File: src/rtl/mlstream_chk_pkg.sv
package mlstream_chk_pkg;
  localparam int RULE_CNT    = 7;
  localparam int RB_LOWLAST  = 0;
  localparam int RB_STRBMIX  = 1;
  localparam int RB_STAI     = 2;
  localparam int RB_ENDI     = 3;
  localparam int RB_NEST     = 4;
  localparam int RB_POSTPONE = 5;
  localparam int RB_ORDER    = 6;
  typedef logic [RULE_CNT-1:0] rule_vec_t;
endpackage

File: src/rtl/mlstream_rule_eval.sv
module mlstream_rule_eval
  import mlstream_chk_pkg::*;
#(
  parameter int LANES = 4,
  parameter int DIMS  = 2,
  parameter int CPLX  = 3,
  localparam int IW   = $clog2(LANES),
  localparam int LW   = LANES * DIMS
) (
  input  logic [IW-1:0]    stai,
  input  logic [IW-1:0]    endi,
  input  logic [LANES-1:0] strb,
  input  logic [LW-1:0]    last,
  input  logic             seq_open,
  output rule_vec_t        hits
);
  localparam int TOPB = (LANES - 1) * DIMS;

  logic [DIMS-1:0] top_last;
  logic [TOPB-1:0] low_last;
  logic            all_on, any_on, nest_bad;

  assign top_last = last[TOPB +: DIMS];
  assign low_last = last[TOPB-1:0];
  assign all_on   = &strb;
  assign any_on   = |strb;

  always_comb begin
    nest_bad = 1'b0;
    for (int j = 1; j < DIMS; j++) begin
      if (top_last[j] && !top_last[j-1]) nest_bad = 1'b1;
    end
  end

  always_comb begin
    hits              = '0;
    hits[RB_LOWLAST]  = (CPLX < 8) && (|low_last);
    hits[RB_STRBMIX]  = (CPLX < 8) && any_on && !all_on;
    hits[RB_STAI]     = (CPLX < 6) && all_on && (stai != '0);
    hits[RB_ENDI]     = (CPLX < 5) && all_on && !(|last) && (endi != IW'(LANES - 1));
    hits[RB_NEST]     = (CPLX < 4) && nest_bad;
    hits[RB_POSTPONE] = (CPLX < 4) && top_last[0] && !any_on && seq_open;
    hits[RB_ORDER]    = all_on && (stai > endi);
  end
endmodule

File: config.mk
export PLATFORM = sky130hd
export DESIGN_NAME = mlstream_rule_eval
export DESIGN_NICKNAME = d
export VERILOG_FILES = /design/src/rtl/mlstream_chk_pkg.sv /design/src/rtl/mlstream_rule_eval.sv
export SDC_FILE = /design/constraint.sdc
export NUM_CORES = 1
export LEC_CHECK = 0
export BUFFER_PORTS_ARGS = -buffer_cell sky130_fd_sc_hd__buf_4
export CAP_MARGIN = 10
export CORE_AREA = 2 2 39 41
export DETAILED_ROUTE_END_ITERATION = 6
export DIE_AREA = 0 0 41 43
export PLACE_DENSITY = 0.39
export SLEW_MARGIN = 40
export SYNTH_ARGS = -nofsm -noshare
export SYNTH_HDL_FRONTEND = slang
export SYNTH_SLANG_ARGS = --single-unit
File: constraint.sdc
create_clock -name vclk -period 1.3
set_input_delay 0.325 -clock vclk [all_inputs]
set_output_delay 0.325 -clock vclk [all_outputs]
set_load 0.005 [all_outputs]
-- After elaboration in Yosys (flattened, before gate mapping)
Cells that the tools add are included.
- register bits after elaboration: 0
- bits of input ports: 17
- output and inout port bits: 7
- word-level logic and storage cells: 20
- $lt $le $gt $ge: 1
- equality and inequality tests: 1
- muxes and demuxes: 1
- reductions and logical operators: 17
- operators with widths (kind ; number):
    1-bit logical AND ; 8
    8-bit OR reduction ; 1
    6-bit OR reduction ; 1
    1-bit logical NOT ; 4
    4-bit AND reduction ; 1
    4-bit OR reduction ; 1
    2-bit > comparator ; 1
    2-bit inequality test (second input constant) ; 1
    2-bit nonzero test ; 1
    1-bit two-way mux ; 1

-- Longest topological paths before layout
- depth after elaboration: 4
- depth in mapped cells: 4
- depth with buffers taken out: 4

-- Worst setup path before layout
Ideal clock, no wire load.
- path kind: input to output
- start: in endi[1]
- end: out hits[6]
- arrival: 965 ps
- data required time: 975 ps
- path slack: 10 ps
- stages: 4
- buffers on the path: 0
- cells stage by stage: inv_1 > ha_1 > nand2b_1 > a221oi_1
- cells in the longest elaborated chain, start to end: 2
- RTL lines (element ; line ; source):
    start: declaration ; mlstream_rule_eval.sv:11 ; input logic [IW-1:0] endi,
    2-bit > comparator ; mlstream_rule_eval.sv:43 ; hits[RB_ORDER] = all_on && (stai > endi);
    1-bit logical AND ; mlstream_rule_eval.sv:43 ;
    end: declaration ; mlstream_rule_eval.sv:15 ; output rule_vec_t hits
No other way between the ends.

-- Worst setup path after layout
- start: in stai[1]
- end: out hits[6]
- cells in the longest elaborated chain, start to end: 2
- RTL lines (element ; line ; source):
    start: declaration ; mlstream_rule_eval.sv:10 ; input logic [IW-1:0] stai,
    2-bit > comparator ; mlstream_rule_eval.sv:43 ;
    1-bit logical AND ; mlstream_rule_eval.sv:43 ;
No other way between the ends.

==> impl_metrics.csv <==
group,metric,value,unit
timing,finalSetupViolCount,3,
finish,diodes,0,
yosys,synth_warnings,0,
yosys,netlist.area_leader.share,17.1,%
critical_path,crit_slowest_cell,"ha_4",
critical_path,cp_max_fo,2,
grt,grt_pass1_wl,945,um
die,ioPinCount,24,
die,rows,14,
yosys,syn-num-nets,40,
finish,layout_commonest_cell,"buf_4",
critical_path,cp_data_required_time,980,ps
timing,hold_violations,0,
yosys,yosys-top-cells-area,"ha_1, nor4_2, and4_1",
finish,seq_cells,0,
min_path,min_to,"hits[4]",
finish,layout-drive-gt1-share,71.7,%
detailed_routing,ant_nets,0,
finish,fin_cells,62,
critical_path,path_cells,"buf_8, ha_4, nand2b_4, a221oi_2, buf_4",
grt,grt_overflow,0,
timing,setup_slack,-121,ps
critical_path,worstPathArrival,1100,ps
die,dieArea,1760,sq um
critical_path,cpPeakStageDelay,270,ps
run_status,failed_checks,"negative setup slack",
timing,worst_pin_slew,218,ps
grt,grt_max_degree,4,
grt,antenna_found_initial,0,
finish,final_cell_area,458,sq um
detailed_routing,via_count,247,
timing,fmax,704,MHz
detailed_routing,via_per_inst,3.98,
yosys,synth_cell_types,13,
power_and_ir_drop,ir_worst_vdd,0.0732,mV
run_status,outcome,"finished with violations",
detailed_routing,drc,0,
finish,regArea,0,sq um
power_and_ir_drop,leakage,0.208,nW
timing,final.period_utilization,109,%
timing,slew_violations,0,
timing,post-route-min-period,1420,ps
die,core,1380,sq um
detailed_routing,routed_wl,612,um
detailed_routing,drt_iter0_markers,0,
finish,area_growth_syn_to_layout,213,%
critical_path,cp-end-kind,"output pin",
finish,num-clock-buffers,0,
finish,final_util,33.1,%
min_path,whs_path_depth,3,
grt,grtUsageTotal,6.99,%
flow_run,maxCapViolCount,0,
die,die_h,43,um
min_path,hold_class,"input pin to output pin",
finish,fillCellCount,151,
critical_path,critical-path-top-delay-family,"adder cells",
power_and_ir_drop,power_density,257,nW/um^2
die,initial_utilization,10.6,%
placement,place_area,354,sq um
yosys,yosysTopAreaCell,"ha_1",
grt,grt_pass1_vias,241,
timing,rsz0062_at_grt,"true",
placement,io_buffers,24,
min_path,hp-start,"last[6]",
yosys,seq_area_frac_synth,0,%
cts,postCtsSetupBuffers,0,
critical_path,crit_type,"input pin to output pin",
critical_path,crit_buf_inv,2,
finish,layout_common_cells,"buf_4, buf_6, nor2_1",
yosys,syn_area_per_cell,6.97,sq um
yosys,synth_area,146,sq um
critical_path,worst_setup_path_start_kind,"input pin",
placement,place.gp.congestion,0.579,
die,fp.dieW,41,um
detailed_routing,routedWlPerCell,9.87,um
placement,place_inst,62,
timing,slew_headroom,85.4,%
yosys,synth_cells,21,
finish,nets,67,
detailed_routing,drtPass1Iterations,1,
[stage by stage]
stage | setup slack, ps | hold WS, ps | setup TNS (ps) | total power [W]
global route | -144 | 920 | -262 | 0.000128
CTS | -126 | 902 | -192 | 0.000108
floorplan | 10.1 | 731 | 0 | 0.0000202
global placement | -219 | 899 | -392 | 0.0000799
finish | -121 | 896 | -178 | 0.000118
detailed placement | -237 | 902 | -418 | 0.0000800
[cells by family (layout without fill, tap and decap cells)]
group | count (synthesis) | after routing | share of synthesized area, %
adders and majority gates | 2 | 2 | 17.1
and+or+nand+nor | 13 | 13 | 59.0
buffers and inverters | 4 | 29 | 12.8
AOI/OAI and AO/OA | 2 | 2 | 11.1
[routing by layer]
metal	track usage [%]	vias up	wire, um
met4	0	0	0
met1	9.81	107	213
li1	-	128	-
met5	0	-	0
met2	11.9	12	342
met3	0.524	0	56
[layout make-up]
| type | count | area, sq um | area share, % |
|---|---|---|---|
| Timing Repair Buffer | 26 | 240 | 52.5 |
| Inverter | 3 | 13.8 | 3.01 |
| Tap cell | 16 | 20.0 | 4.37 |
| Multi-Input combinational cell | 17 | 184 | 40.2 |
[worst max path at each step]
| stage | endpoint | cells after the start | startpoint |
|---|---|---|---|
| final | hits[6] | 5 | stai[1] |
| after global routing | hits[6] | 5 | stai[1] |
| after CTS | hits[6] | 6 | stai[0] |
| after detailed placement | hits[6] | 6 | endi[1] |
| after global placement | hits[6] | 6 | endi[1] |
| after floorplan | hits[6] | 4 | endi[1] |
[power breakdown]
part	internal (W)	switching, W
logic	0.0000770	0.0000406
clock network	0	0
registers	0	0
total	0.0000770	0.0000406
[synthesized netlist by cell type, types with 2 or more instances]
library cell / n
nor4_2: 2
ha_1: 2
inv_1: 3
and4_1: 2
nor2_1: 4
[timing repair]
item	in CTS	in global routing
hold buffers	0	0
endpoints found under the setup margin	3	4
hold endpoints to repair	0	0
resized for setup	16	4
pin swaps	7	2
(Power assumes the default switching activity.)
